--- src/rtl/dwrf_pkg.sv ---
package dwrf_pkg;
   typedef enum logic [1:0] {
      SRC_NONE = 2'd0,
      SRC_PRI  = 2'd1,
      SRC_SEC  = 2'd2,
      SRC_BUF  = 2'd3
   } wsrc_e;
endpackage

--- src/rtl/dwrf_array.sv ---
module dwrf_array #(
   parameter int DATA_W = 16,
   parameter int ADDR_W = 5,
   parameter int NUM_RD = 3
) (
   input  logic                       clk,
   input  logic                       rst_n,
   input  logic                       we,
   input  logic [ADDR_W-1:0]          waddr,
   input  logic [DATA_W-1:0]          wdata,
   input  logic [NUM_RD*ADDR_W-1:0]   raddr,
   output logic [NUM_RD*DATA_W-1:0]   rdata
);
   localparam int DEPTH = 1 << ADDR_W;

   logic [DATA_W-1:0] mem [DEPTH];

   always_ff @(posedge clk or negedge rst_n) begin
      if (!rst_n) begin
         for (int i = 0; i < DEPTH; i++) mem[i] <= '0;
      end else if (we) begin
         mem[waddr] <= wdata;
      end
   end

   for (genvar p = 0; p < NUM_RD; p++) begin : g_rd
      assign rdata[p*DATA_W +: DATA_W] = mem[raddr[p*ADDR_W +: ADDR_W]];
   end
endmodule

--- src/rtl/dwrf_ctrl.sv ---
module dwrf_ctrl
   import dwrf_pkg::*;
#(
   parameter int DATA_W = 16,
   parameter int ADDR_W = 5
) (
   input  logic              clk,
   input  logic              rst_n,
   input  logic              wa_en,
   input  logic [ADDR_W-1:0] wa_addr,
   input  logic [DATA_W-1:0] wa_data,
   input  logic              wb_en,
   input  logic [ADDR_W-1:0] wb_addr,
   input  logic [DATA_W-1:0] wb_data,
   output logic              stall,
   output logic              arr_we,
   output logic [ADDR_W-1:0] arr_waddr,
   output logic [DATA_W-1:0] arr_wdata,
   output logic              buf_vld,
   output logic [ADDR_W-1:0] buf_addr,
   output logic [DATA_W-1:0] buf_data
);
   wsrc_e src;
   logic  split;
   logic  load;

   // Dual write to distinct addresses needs the buffer.
   assign split = wa_en & wb_en & (wa_addr != wb_addr);
   assign stall = buf_vld & (wa_en | wb_en);
   assign load  = ~buf_vld & split;

   always_comb begin
      if (buf_vld)                 src = SRC_BUF;
      else if (wb_en && !split)    src = SRC_SEC;
      else if (wa_en)              src = SRC_PRI;
      else                         src = SRC_NONE;
   end

   always_comb begin
      arr_we    = 1'b1;
      arr_waddr = '0;
      arr_wdata = '0;
      unique case (src)
         SRC_BUF: begin arr_waddr = buf_addr; arr_wdata = buf_data; end
         SRC_SEC: begin arr_waddr = wb_addr;  arr_wdata = wb_data;  end
         SRC_PRI: begin arr_waddr = wa_addr;  arr_wdata = wa_data;  end
         default: arr_we = 1'b0;
      endcase
   end

   always_ff @(posedge clk or negedge rst_n) begin
      if (!rst_n) begin
         buf_vld  <= 1'b0;
         buf_addr <= '0;
         buf_data <= '0;
      end else begin
         buf_vld <= load;
         if (load) begin
            buf_addr <= wb_addr;
            buf_data <= wb_data;
         end
      end
   end
endmodule

--- src/rtl/dwrf_bypass.sv ---
module dwrf_bypass #(
   parameter int DATA_W = 16,
   parameter int ADDR_W = 5,
   parameter int NUM_RD = 3
) (
   input  logic [NUM_RD*ADDR_W-1:0] raddr,
   input  logic [NUM_RD*DATA_W-1:0] arr_rdata,
   input  logic                     buf_vld,
   input  logic [ADDR_W-1:0]        buf_addr,
   input  logic [DATA_W-1:0]        buf_data,
   output logic [NUM_RD*DATA_W-1:0] rdata
);
   for (genvar p = 0; p < NUM_RD; p++) begin : g_byp
      logic hit;
      assign hit = buf_vld & (raddr[p*ADDR_W +: ADDR_W] == buf_addr);
      assign rdata[p*DATA_W +: DATA_W] = hit ? buf_data : arr_rdata[p*DATA_W +: DATA_W];
   end
endmodule

--- src/rtl/dual_write_rf.sv ---
module dual_write_rf #(
   parameter int DATA_W = 16,
   parameter int ADDR_W = 5,
   parameter int NUM_RD = 3
) (
   input  logic                     clk,
   input  logic                     rst_n,
   input  logic                     wa_en,
   input  logic [ADDR_W-1:0]        wa_addr,
   input  logic [DATA_W-1:0]        wa_data,
   input  logic                     wb_en,
   input  logic [ADDR_W-1:0]        wb_addr,
   input  logic [DATA_W-1:0]        wb_data,
   input  logic [NUM_RD*ADDR_W-1:0] rd_addr,
   output logic [NUM_RD*DATA_W-1:0] rd_data,
   output logic                     stall
);
   if (DATA_W < 1) begin : g_bad_data
      $error("dual_write_rf: DATA_W must be at least 1");
   end
   if (ADDR_W < 1 || ADDR_W > 10) begin : g_bad_addr
      $error("dual_write_rf: ADDR_W must be within 1..10");
   end
   if (NUM_RD < 1) begin : g_bad_rd
      $error("dual_write_rf: NUM_RD must be at least 1");
   end

   logic              arr_we;
   logic [ADDR_W-1:0] arr_waddr;
   logic [DATA_W-1:0] arr_wdata;
   logic              buf_vld;
   logic [ADDR_W-1:0] buf_addr;
   logic [DATA_W-1:0] buf_data;
   logic [NUM_RD*DATA_W-1:0] arr_rdata;

   dwrf_ctrl #(.DATA_W(DATA_W), .ADDR_W(ADDR_W)) u_ctrl (
      .clk(clk), .rst_n(rst_n),
      .wa_en(wa_en), .wa_addr(wa_addr), .wa_data(wa_data),
      .wb_en(wb_en), .wb_addr(wb_addr), .wb_data(wb_data),
      .stall(stall),
      .arr_we(arr_we), .arr_waddr(arr_waddr), .arr_wdata(arr_wdata),
      .buf_vld(buf_vld), .buf_addr(buf_addr), .buf_data(buf_data)
   );

   dwrf_array #(.DATA_W(DATA_W), .ADDR_W(ADDR_W), .NUM_RD(NUM_RD)) u_array (
      .clk(clk), .rst_n(rst_n),
      .we(arr_we), .waddr(arr_waddr), .wdata(arr_wdata),
      .raddr(rd_addr), .rdata(arr_rdata)
   );

   dwrf_bypass #(.DATA_W(DATA_W), .ADDR_W(ADDR_W), .NUM_RD(NUM_RD)) u_bypass (
      .raddr(rd_addr), .arr_rdata(arr_rdata),
      .buf_vld(buf_vld), .buf_addr(buf_addr), .buf_data(buf_data),
      .rdata(rd_data)
   );
endmodule

--- config.mk ---
export PLATFORM = sky130hd
export DESIGN_NAME = dual_write_rf
export DESIGN_NICKNAME = d
export VERILOG_FILES = /design/src/rtl/dwrf_pkg.sv /design/src/rtl/dwrf_array.sv /design/src/rtl/dwrf_ctrl.sv /design/src/rtl/dwrf_bypass.sv /design/src/rtl/dual_write_rf.sv
export SDC_FILE = /design/constraint.sdc
export NUM_CORES = 1
export LEC_CHECK = 0
export BUFFER_PORTS_ARGS = -buffer_cell sky130_fd_sc_hd__buf_2
export CORE_MARGIN = 2
export CORE_UTILIZATION = 32
export CTS_BUF_LIST = sky130_fd_sc_hd__clkbuf_16
export CTS_CLUSTER_DIAMETER = 50
export DETAILED_ROUTE_END_ITERATION = 16
export PLACE_DENSITY = 0.54
export RECOVER_POWER = 25
export SYNTH_ARGS = -nofsm -noshare
export SYNTH_HDL_FRONTEND = slang
export SYNTH_HIERARCHICAL = 1
export SYNTH_SLANG_ARGS = --single-unit
--- constraint.sdc ---
create_clock -name clk -period 2.65 [get_ports clk]
set_clock_uncertainty 0.05 [all_clocks]
set_input_delay 0.265 -clock clk [delete_from_list [all_inputs] [get_ports clk]]
set_output_delay 0.265 -clock clk [all_outputs]
set_load 0.01 [all_outputs]
; ---- Word-level counts from Yosys, hierarchy flattened
; Cells that the tools add are included.
[totals]
output_inout_bits = 49
register_bits = 534
input_bits = 61
wordCells = 85
[classes]
n_eq_ne = 7
n_mux = 21
reduce_logical = 4
bitwise_logic = 13
order_cmp = 5
[ops]
columns = op, n
row1 = 512-bit bitwise mux, 1
row2 = 16-bit binary-select mux with 5-bit select, 3
row3 = 16-bit 2-to-1 mux, 10
row4 = 16-bit demux with 5-bit select, 1
row5 = 16-bit one-hot mux with 3 select lines, 1
row6 = 6-bit >= comparator (second input constant), 4
row7 = 5-bit NOT with 6-bit output, 4
row8 = 5-bit == test, 3
row9 = 5-bit one-hot mux with 3 select lines, 1
row10 = 1-bit bitwise AND, 7
row11 = 6-bit by 1-bit < comparator with 1-bit output (second input constant), 1
row12 = 5-bit inequality test, 1
row13 = 2-bit == test (second input constant), 2
row14 = 2-bit 2-to-1 mux, 2
row15 = 3-bit OR reduction, 1
row16 = 2-bit by 1-bit == test with 1-bit output (second input constant), 1
row17 = 1-bit logical AND, 2
row18 = 1-bit 2-to-1 mux, 2
row19 = 1-bit zero test, 1
row20 = 1-bit NOT, 1
row21 = 1-bit OR, 1

; ---- Logic depth before layout (Yosys ltp)
; Gate-level depths: netlist of the first run.
[depth]
word_depth = 14
ltp_mapped = 11

; ---- Modules after synthesis
; Netlist of the first run, hierarchy kept.
[by_module_without_submodules]
columns = mod, instances, cells_each, area_per_inst_um2
row1 = dwrf_array, 1, 2868, 32930.3
row2 = dwrf_ctrl, 1, 159, 1622.8
row3 = dwrf_bypass, 1, 75, 915.9

; ---- Least setup slack after synthesis of the first run
; OpenSTA, ideal clock, no wires.
[synth_timing]
path_type = input-to-reg
from = input port wa_addr[1]
to = register u_array/mem[309] (netlist name)
setup_slack_ns = -0.077
cell_stages = 11
setup_ns = 0.128
arrival_ns = 2.550
t_required_ns = 2.472
path_buffers = 4
path_cell_list = xor2_1 > nor3_4 > buf_2 > a31oi_1 > a311o_1 > buf_4 > or3b_1 > buf_6 > nor2_8 > buf_8 > mux2_1
[synth_between]
elab_chain_len = 14
[synth_rtl]
columns = item, line
row1 = from (decl), dual_write_rf.sv:9  ; input logic [ADDR_W-1:0] wa_addr,
row2 = 5-bit inequality test (*), dwrf_ctrl.sv:28  ; assign split = wa_en & wb_en & (wa_addr != wb_addr);
row3 = 1-bit bitwise AND (*), dwrf_ctrl.sv:28
row4 = 1-bit zero test (*), dwrf_ctrl.sv:34  ; else if (wb_en && !split) src = SRC_SEC;
row5 = 1-bit logical AND (*), dwrf_ctrl.sv:34
row6 = 2-bit 2-to-1 mux (*), dwrf_ctrl.sv:34
row7 = 2-bit 2-to-1 mux (*), dwrf_ctrl.sv:33  ; if (buf_vld) src = SRC_BUF;
row8 = 2-bit by 1-bit == test with 1-bit output / 2-bit == test (equally long branches), dwrf_ctrl.sv:43  ; unique case (src)
row9 = 5-bit one-hot mux with 3 select lines (*), dwrf_ctrl.sv:43
row10 = named net arr_waddr[0], dual_write_rf.sv:29  ; logic [ADDR_W-1:0] arr_waddr;
row11 = 5-bit NOT with 6-bit output (not written as such) (*), dwrf_array.sv:22  ; mem[waddr] <= wdata;
row12 = 6-bit >= comparator (not written as such) / 6-bit by 1-bit < comparator with 1-bit output (equally long branches), dwrf_array.sv:22
row13 = 1-bit logical AND (not written as such), dwrf_array.sv:22
row14 = 16-bit 2-to-1 mux (not written as such), dwrf_array.sv:22
row15 = 16-bit demux with 5-bit select (*), dwrf_array.sv:22
row16 = 512-bit bitwise mux (*), dwrf_array.sv:22
row17 = "to (signal, indexed assignment)", dwrf_array.sv:22
row18 = to (decl), dwrf_array.sv:16  ; logic [DATA_W-1:0] mem [DEPTH];
; The timed path passes the listed nets; every way through them passes the cells marked *.
; A chain may end at the register's enable or synchronous reset.

; ---- Worst setup path after layout of the first run
[layout_timing]
from = register u_ctrl.buf_addr[3]
to = output port rd_data[5]
[layout_between]
elab_chain_len = 3
[layout_rtl]
columns = item, line
row1 = from (decl), dwrf_ctrl.sv:20  ; output logic [ADDR_W-1:0] buf_addr,
row2 = from (signal assigned), dwrf_ctrl.sv:59  ; buf_addr <= wb_addr;
row3 = 5-bit == test, dwrf_bypass.sv:15  ; assign hit = buf_vld & (raddr[p*ADDR_W +: ADDR_W] == buf_addr);
row4 = 1-bit bitwise AND, dwrf_bypass.sv:15
row5 = 16-bit 2-to-1 mux, dwrf_bypass.sv:16  ; assign rdata[p*DATA_W +: DATA_W] = hit ? buf_data : arr_rdata[p*DATA_W +: DATA_W];
row6 = to (decl), dual_write_rf.sv:15  ; output logic [NUM_RD*DATA_W-1:0] rd_data,
; Every way passes these cells.

==> key figures, run 1 <==
Die
  • # rows: 122
  • Die Width: 337 µm
  • Die area: 0.114 mm²
  • I/O pin cnt: 110
  • Core area: 0.110 mm²
  • Die height: 337 µm
  • Initial Util: 0.321

Critical path
  • Cells on worst reg2reg path: 8
  • Worst-path maximum fanout: 11
  • Slowest cell delay on critical path: 0.45 ns
  • Crit path kind: reg2out
  • CP required: 2.34 ns
  • Startpoint types: flip-flop
  • Crit path DAT: 2.55 ns
  • Slowest stage cell, crit path: dfrtp_2
  • Worst setup EP type: output port
  • Worst Path Buf+Inv: 2
  • Worst path top cell family by delay: simple AND/OR/NAND/NOR gates
  • Levels on crit path: 6
  • Critical path cell sequence: xor2_1 > nor4_1 > and3_2 > buf_12 > mux2_4 > buf_6

Yosys
  • Post-Synthesis Mean Instance Area: 11.4 µm²
  • Warning count from the yosys run: 6
  • Yosys top cell by area: dfrtp_1
  • Post-synth top cells: mux2i_1 (768), dfrtp_1 (534), mux2_2 (463)
  • Post-synthesis register bit count: 534
  • Post-synth top area share: 0.377
  • Count leader, synth: mux2i_1
  • Post-Synthesis Cells: 3102
  • Synth area leaders: dfrtp_1 (38%), mux2i_1 (22%), mux2_2 (15%)
  • Ys flop type: dfrtp_1
  • Syn_nets: 3163
  • Asr flop ratio synth: 1.00
  • Mapped Area: 0.0355 mm²
  • EDFF count, synth: 0
  • Sequential-to-total area share from yosys stat: 0.377
  • Library cells used by synthesis: 46

Finish
  • Fill count: 10600
  • Final #Nets: 3454
  • Register area: 0.0134 mm²
  • Synthesis-to-layout area growth: 25.3%
  • Layout cells sized above 1: 0.355
  • Diode count: 0
  • Fin area: 0.0444 mm²
  • Multi-input gate area: 0.0207 mm²

Job
  • Max-cap violation count: 0

Routing
  • Detailed-route via count: 28300
  • Via/cell ratio: 5.73
  • Initial DRC count: 2318
  • 1st-pass router iterations: 5
  • DRC errors left: 0
  • Routed Antenna Nets: 0
  • Per-cell routed wire length: 27.3 µm
  • Final WL: 135000 µm

Power and ir drop
  • Power consumption: 37200 µW
  • Leak: 0.0209 µW
  • PwrDens: 838 mW/mm²
  • Worst vdd ir: 493 µV

Timing
  • RSZ-0062 raised after global routing: true
  • Final hold vios: 0
  • Worst-margin pin slew: 1.11 ns
  • Max-slew violations: 0
  • Post-layout minimum cycle time: 2.87 ns
  • Setup violators final: 48
  • Final period util: 1.08
  • Min setup slack post-route: -0.216 ns
  • Highest clock rate: 0.349 GHz
  • Slew HR: 0.260

Outcome
  • Failing checks: setup timing
  • Outcome: finished with violations

Clock tree
  • CTS Buffer Depth: 3
  • TritonCTS clock tree: yes
  • Root Buffer: clkbuf_16
  • H-tree levels: 3
  • Clock Pin Slew Worst Setup and Hold Paths: 0.06 ns
  • TritonCTS Sinks: 534
  • Worst skew pair latency: 0.64 ns
  • TritonCTS buffer count: 79

Global route
  • First-pass GRT wire length: 199000 µm
  • GRT Util Overall: 0.235
  • Largest net degree at the start of global routing: 99
  • Overflow after GRT: 0
  • Vias in the first global route: 29100
  • Initial antenna violation count: 4

Place
  • Placement Cell Area: 0.0410 mm²
  • PortBufs: 109
  • Post-DP HPWL: 94900 µm
  • Gpl congestion: 0.923

Min path
  • Worst hold path type: in2async
==> cell usage in the layout, fill, tap and decap left out, types with 11 or more instances in the layout <==
master         Yosys  layout
a21oi_1           96      96
a22o_1            96      96
a22oi_1          192     192
a311o_1           21      19
a31oi_1           69      57
and2_1            24      21
buf_12             3     142
buf_2             87      67
buf_4             62     235
buf_6             15      43
clkbuf_16          0      82
clkinv_2           0      11
dfrtp_1          534     530
dlygate4sd3_1      0      22
inv_6              0      12
mux2_1            88      88
mux2_2           463     451
mux2_4            30      42
mux2i_1          768     768
nand2_1           98      98
nand2_2           16      16
nand3_1           97      88
nand3b_1          22      22
nand4_1           48      48
nor3_1            48      34
nor3_2             0      14
xor2_1            17      14
==> state kept, by name, indices dropped and copies added (netlist names) <==
signal	flops
u_array/mem	512
u_ctrl/buf_data	16
u_ctrl/buf_addr	5
u_ctrl/buf_vld	1
==> metrics by stage <==
stage,utilization,setup TNS [ns],hold slack [ns],std cells,worst slack [ns]
2_1_floorplan,-,0,-0.0806,3102,0.00696
3_3_place_gp,0.371,-68.23,0.146,4774,-0.254
3_5_place_dp,0.371,-65.44,0.146,4774,-0.255
4_1_cts,0.402,-7.33,0.0859,4945,-0.221
5_1_grt,0.403,-8.83,0.351,4946,-0.290
6_report,0.403,-5.37,0.331,4946,-0.216
==> logic make-up after synthesis <==
| group | share of synthesized area |
|---|---|
| buffers and inverters | 0.0494 |
| and+or+nand+nor | 0.0679 |
| AOI/OAI and AO/OA | 0.0967 |
| muxes | 0.404 |
| DFF | 0.377 |
| xor gates and xnor gates | 0.00494 |
==> final cells by class <==
| type | count | area share |
|---|---|---|
| multi-input cells | 2257 | 0.467 |
| clock buffers | 81 | 0.0456 |
| flip-flops and latches | 534 | 0.301 |
| well taps | 1488 | 0.0419 |
| repair buffers | 521 | 0.130 |
| clock inverters | 65 | 0.0148 |
==> power breakdown <==
part	internal (µW)	total, µW	switching [µW]
combinational	6380	11800	5380
sequential	11300	14600	3280
clock	6610	10900	4280
==> final timing paths <==
kind	slack (ns)	endpoint	start
max	-0.22	rd_data[5]	u_ctrl/buf_addr[3]
min	0.33	u_array/mem[466]	rst_n
max reg2reg	0.03	u_array/mem[189]	u_ctrl/buf_vld
min reg2reg	0.49	u_array/mem[30]	u_array/mem[30]
max in group asynchronous	0.42	u_array/mem[304]	rst_n
min in group clk	0.36	u_ctrl/buf_data[0]	wb_data[0]
==> metal layers <==
metal,global-route usage,share of wire,wire [µm]
met3,0.0569,0.081,11000
met1,0.320,0.44,59400
met2,0.363,0.44,59900
met4,0.0842,0.037,4990
met5,0,0.00013,17
==> what timing repair did <==
action	4_1_cts	5_1_grt
gates cloned	1	1
endpoints found under the hold margin	322	0
resized for setup	81	36
pin swaps	8	12
setup buffers	2	5
setup endpoints to repair	51	71
hold buffers	22	0
Note: power is estimated with default switching activity, not from simulation.
==> run 2, diff against run 1 <==
--- a/config.mk
+++ b/config.mk
@@ -5,13 +5,14 @@
 export SDC_FILE = /design/constraint.sdc
 export NUM_CORES = 1
 export LEC_CHECK = 0
+export ABC_AREA = 1
 export BUFFER_PORTS_ARGS = -buffer_cell sky130_fd_sc_hd__buf_2
 export CORE_MARGIN = 2
 export CORE_UTILIZATION = 32
 export CTS_BUF_LIST = sky130_fd_sc_hd__clkbuf_16
 export CTS_CLUSTER_DIAMETER = 50
 export DETAILED_ROUTE_END_ITERATION = 16
-export PLACE_DENSITY = 0.54
+export PLACE_DENSITY_LB_ADDON = 0.15
 export RECOVER_POWER = 25
 export SYNTH_ARGS = -nofsm -noshare
 export SYNTH_HDL_FRONTEND = slang
==> run 2 against run 1 <==
Against the previous run:
- first-iteration DRC count is 100% higher
- maximum frequency is 9.1% higher
- worst setup slack better by 0.24 ns
- the run now ends clean
- wire length rose by 33%
- via count rose by 46%
- area after synthesis grew 2.2%
- critical path type unchanged
- combinational power decreased by 5%
==> key figures, run 2 <==
Yosys
  • Post-synth top cells: nand2_1 (2909), nand3_1 (1244), dfrtp_1 (534)
  • Post-synth top area share: 0.369
  • Post-Synthesis Mean Instance Area: 6.17 µm²
  • Asr flop ratio synth: 1.00
  • Yosys top cell by area: dfrtp_1
  • Synth Area in Compound Gates: 0.0733
  • Synth area leaders: dfrtp_1 (37%), nand2_1 (30%), nand3_1 (17%)
  • Sequential-to-total area share from yosys stat: 0.369
  • Post-synthesis register bit count: 534
  • Syn_nets: 5933
  • EDFF count, synth: 0
  • Warning count from the yosys run: 6
  • Post-Synthesis Cells: 5872
  • Post-synthesis mux area share: 0
  • Largest family of logic cells by synthesized area: simple AND/OR/NAND/NOR gates
  • Library cells used by synthesis: 30
  • Mapped Area: 0.0362 mm²
  • Adder-cell area share of the yosys netlist: 0
  • Synth Area in XOR/XNOR: 0.000967
  • Ys flop type: dfrtp_1
  • Simple-gate area share of the yosys netlist: 0.491
  • Count leader, synth: nand2_1

Clock tree
  • CTS Buffer Depth: 3
  • Clock Pin Slew Worst Setup and Hold Paths: 0.06 ns
  • TritonCTS clock tree: yes
  • TritonCTS Sinks: 534
  • Worst skew pair latency: 0.71 ns
  • Root Buffer: clkbuf_16
  • H-tree levels: 3
  • TritonCTS buffer count: 91

Min path
  • Worst Hold Path EP: u_array/mem[24]
  • Worst hold path cell count: 6
  • Hold_sp: wa_data[8]
  • Worst hold path type: in2reg

Critical path
  • CP required: 2.34 ns
  • Worst setup EP type: output port
  • Crit path kind: reg2out
  • Slowest stage cell, crit path: dfrtp_1
  • Crit-path most repeated cell: nand2_1
  • FF-to-FF setup slack: 0.18 ns
  • Critical path cell sequence: nand2_1 > nand3_1 > nand3_1 > nand2_1 > nand2_1 > nand2_2 > nand2_1 > nand2_1 > nand2_1 > nand2_1 > buf_2
  • Crit path DAT: 2.31 ns
  • Startpoint types: flip-flop
  • Reg-to-reg startpoint: u_ctrl/buf_vld
  • Worst-path maximum fanout: 4
  • R2r endpoint: u_array/mem[135]
  • Slowest cell delay on critical path: 0.42 ns
  • Cells on worst reg2reg path: 11

Finish
  • Largest Register: u_array/mem
  • Final #Nets: 5962
  • Commonest non-fill, non-tap cell in the layout: nand2_1
  • Most frequent cells in the layout: nand2_1 (2777), nand3_1 (1239), dfrtp_1 (529)
  • Layout cells sized above 1: 0.130
  • Largest register FFs: 512
  • Fin cells: 7477
  • Biggest regs: u_array/mem: 512 flops, u_ctrl/buf_data: 16 flops, u_ctrl/buf_addr: 5 flops
  • Synthesis-to-layout area growth: 22.4%
  • Fill count: 12000

Routing
  • Met3 wire length: 16300 µm
  • 1st-pass router iterations: 6
  • Met2 Wirelength: 78100 µm
  • Per-cell routed wire length: 24.1 µm
  • Initial DRC count: 4699
  • Detailed-route via count: 41300
  • Max Used Layer: met5
  • Routed Antenna Nets: 0
  • Met1 wire length: 73900 µm
  • DRC errors left: 0
  • Final WL: 180000 µm
  • Via/cell ratio: 5.53

Die
  • Core area: 0.112 mm²
  • Die area: 0.116 mm²
  • # rows: 123
  • Initial Util: 0.323
  • Die Width: 341 µm
  • I/O pin cnt: 110
  • Die height: 341 µm

Place
  • Post-DP HPWL: 117000 µm
  • Dpl ws: 0.0921 ns
  • Cells after DPL: 7262
  • PortBufs: 109
  • Gpl congestion: 0.961

Power and ir drop
  • Leak: 0.0207 µW
  • PwrDens: 842 mW/mm²
  • Worst vdd ir: 539 µV

Job
  • Max-cap violation count: 0

Timing
  • Setup violators final: 0
  • RSZ-0062 raised after global routing: true
  • Final hold vios: 0
  • Highest clock rate: 0.381 GHz
  • Post-layout minimum cycle time: 2.63 ns
  • Max-slew violations: 0
  • Final period util: 0.992
  • Worst-margin pin slew: 1.48 ns
  • Min setup slack post-route: 0.0224 ns
  • Slew HR: 0.0124

Global route
  • Largest net degree at the start of global routing: 65
  • First-pass GRT wire length: 264000 µm
  • Overflow after GRT: 0
  • Initial antenna violation count: 4
  • Vias in the first global route: 38900
  • GRT Util Overall: 0.304

Outcome
  • Outcome: finished clean
==> run 2: cell count changes after synthesis, sizes merged, moves of 192 or more <==
cell and change:
nand2 +2801, nand3 +1153, mux2i -768, mux2 -581, o21ai +484, a22oi -192
==> run 2: how the worst max path moves through the flow <==
stage / start / end / slack, ns / depth (start not counted)
5_1_grt: u_array/mem[461] / rd_data[13] / -0.02 / 11
2_1_floorplan: wb_addr[3] / u_array/mem[449] / 0.29 / 15
3_3_place_gp: wb_addr[3] / u_array/mem[265] / 0.12 / 17
4_1_cts: u_array/mem[416] / rd_data[0] / 0.00001 / 11
3_5_place_dp: wb_addr[2] / u_array/mem[256] / 0.09 / 17
6_report: u_array/mem[461] / rd_data[29] / 0.02 / 11
==> run 2: cells by family after synthesis <==
family / Yosys count
buffers and inverters: 560
XOR/XNOR: 4
AO/OA/AOI/OAI: 520
flip-flops: 534
AND/OR/NAND/NOR: 4254
==> run 2: area by class of cell <==
class / instances / area, µm² / area share
Antenna cell: 1 / 2.50 / 0.0000564
Timing Repair Buffer: 425 / 4630 / 0.104
Clock inverter: 76 / 795 / 0.0179
Multi-Input combinational cell: 4781 / 21100 / 0.475
Sequential cell: 534 / 13400 / 0.301
Tap cell: 1500 / 1880 / 0.0423
Clock buffer: 92 / 2300 / 0.0519
Inverter: 68 / 304 / 0.00686
==> run 2: power by group <==
group          total, µW  internal, µW  leakage (µW)  switching [µW]
registers          13900         10800       0.00701            3050
clock network      12300          7420       0.00154            4920
logic              11200          4210        0.0121            6950
total              37400         22400        0.0207           14900
==> run 2: worst max-delay path: cells and delay by family (launching register included) <==
kind | cells | cell delay (ns)
and+or+nand+nor | 10 | 1.07
DFF | 1 | 0.42
buffers and inverters | 1 | 0.14
==> run 2: layer usage <==
| layer | GRT usage | vias to the layer above |
|---|---|---|
| li1 | - | 19200 |
| met4 | 0.176 | 2 |
| met3 | 0.0676 | 501 |
| met1 | 0.398 | 19500 |
| met2 | 0.459 | 2178 |
| met5 | 0 | - |
==> run 2: metrics by stage <==
stage	util	total power [µW]	hold WS (ns)	area, µm²	setup TNS, ns
after global routing	0.395	39700	0.182	44300	-0.120
after floorplan	-	19900	-0.0806	36200	0
after detailed placement	0.359	24400	0.199	40300	0
after global placement	0.359	24300	0.197	40300	0
final	0.395	37400	0.169	44300	0
after CTS	0.390	37000	0.0872	43800	0
==> run 2: timing repair <==
action | in CTS | in global routing
gates resized for setup | 40 | 157
pin swaps | 3 | 37
setup buffers | 4 | 16
gates cloned | 0 | 4
endpoints found under the hold margin | 555 | 0
hold buffers | 22 | 0
setup endpoints to repair | 48 | 49
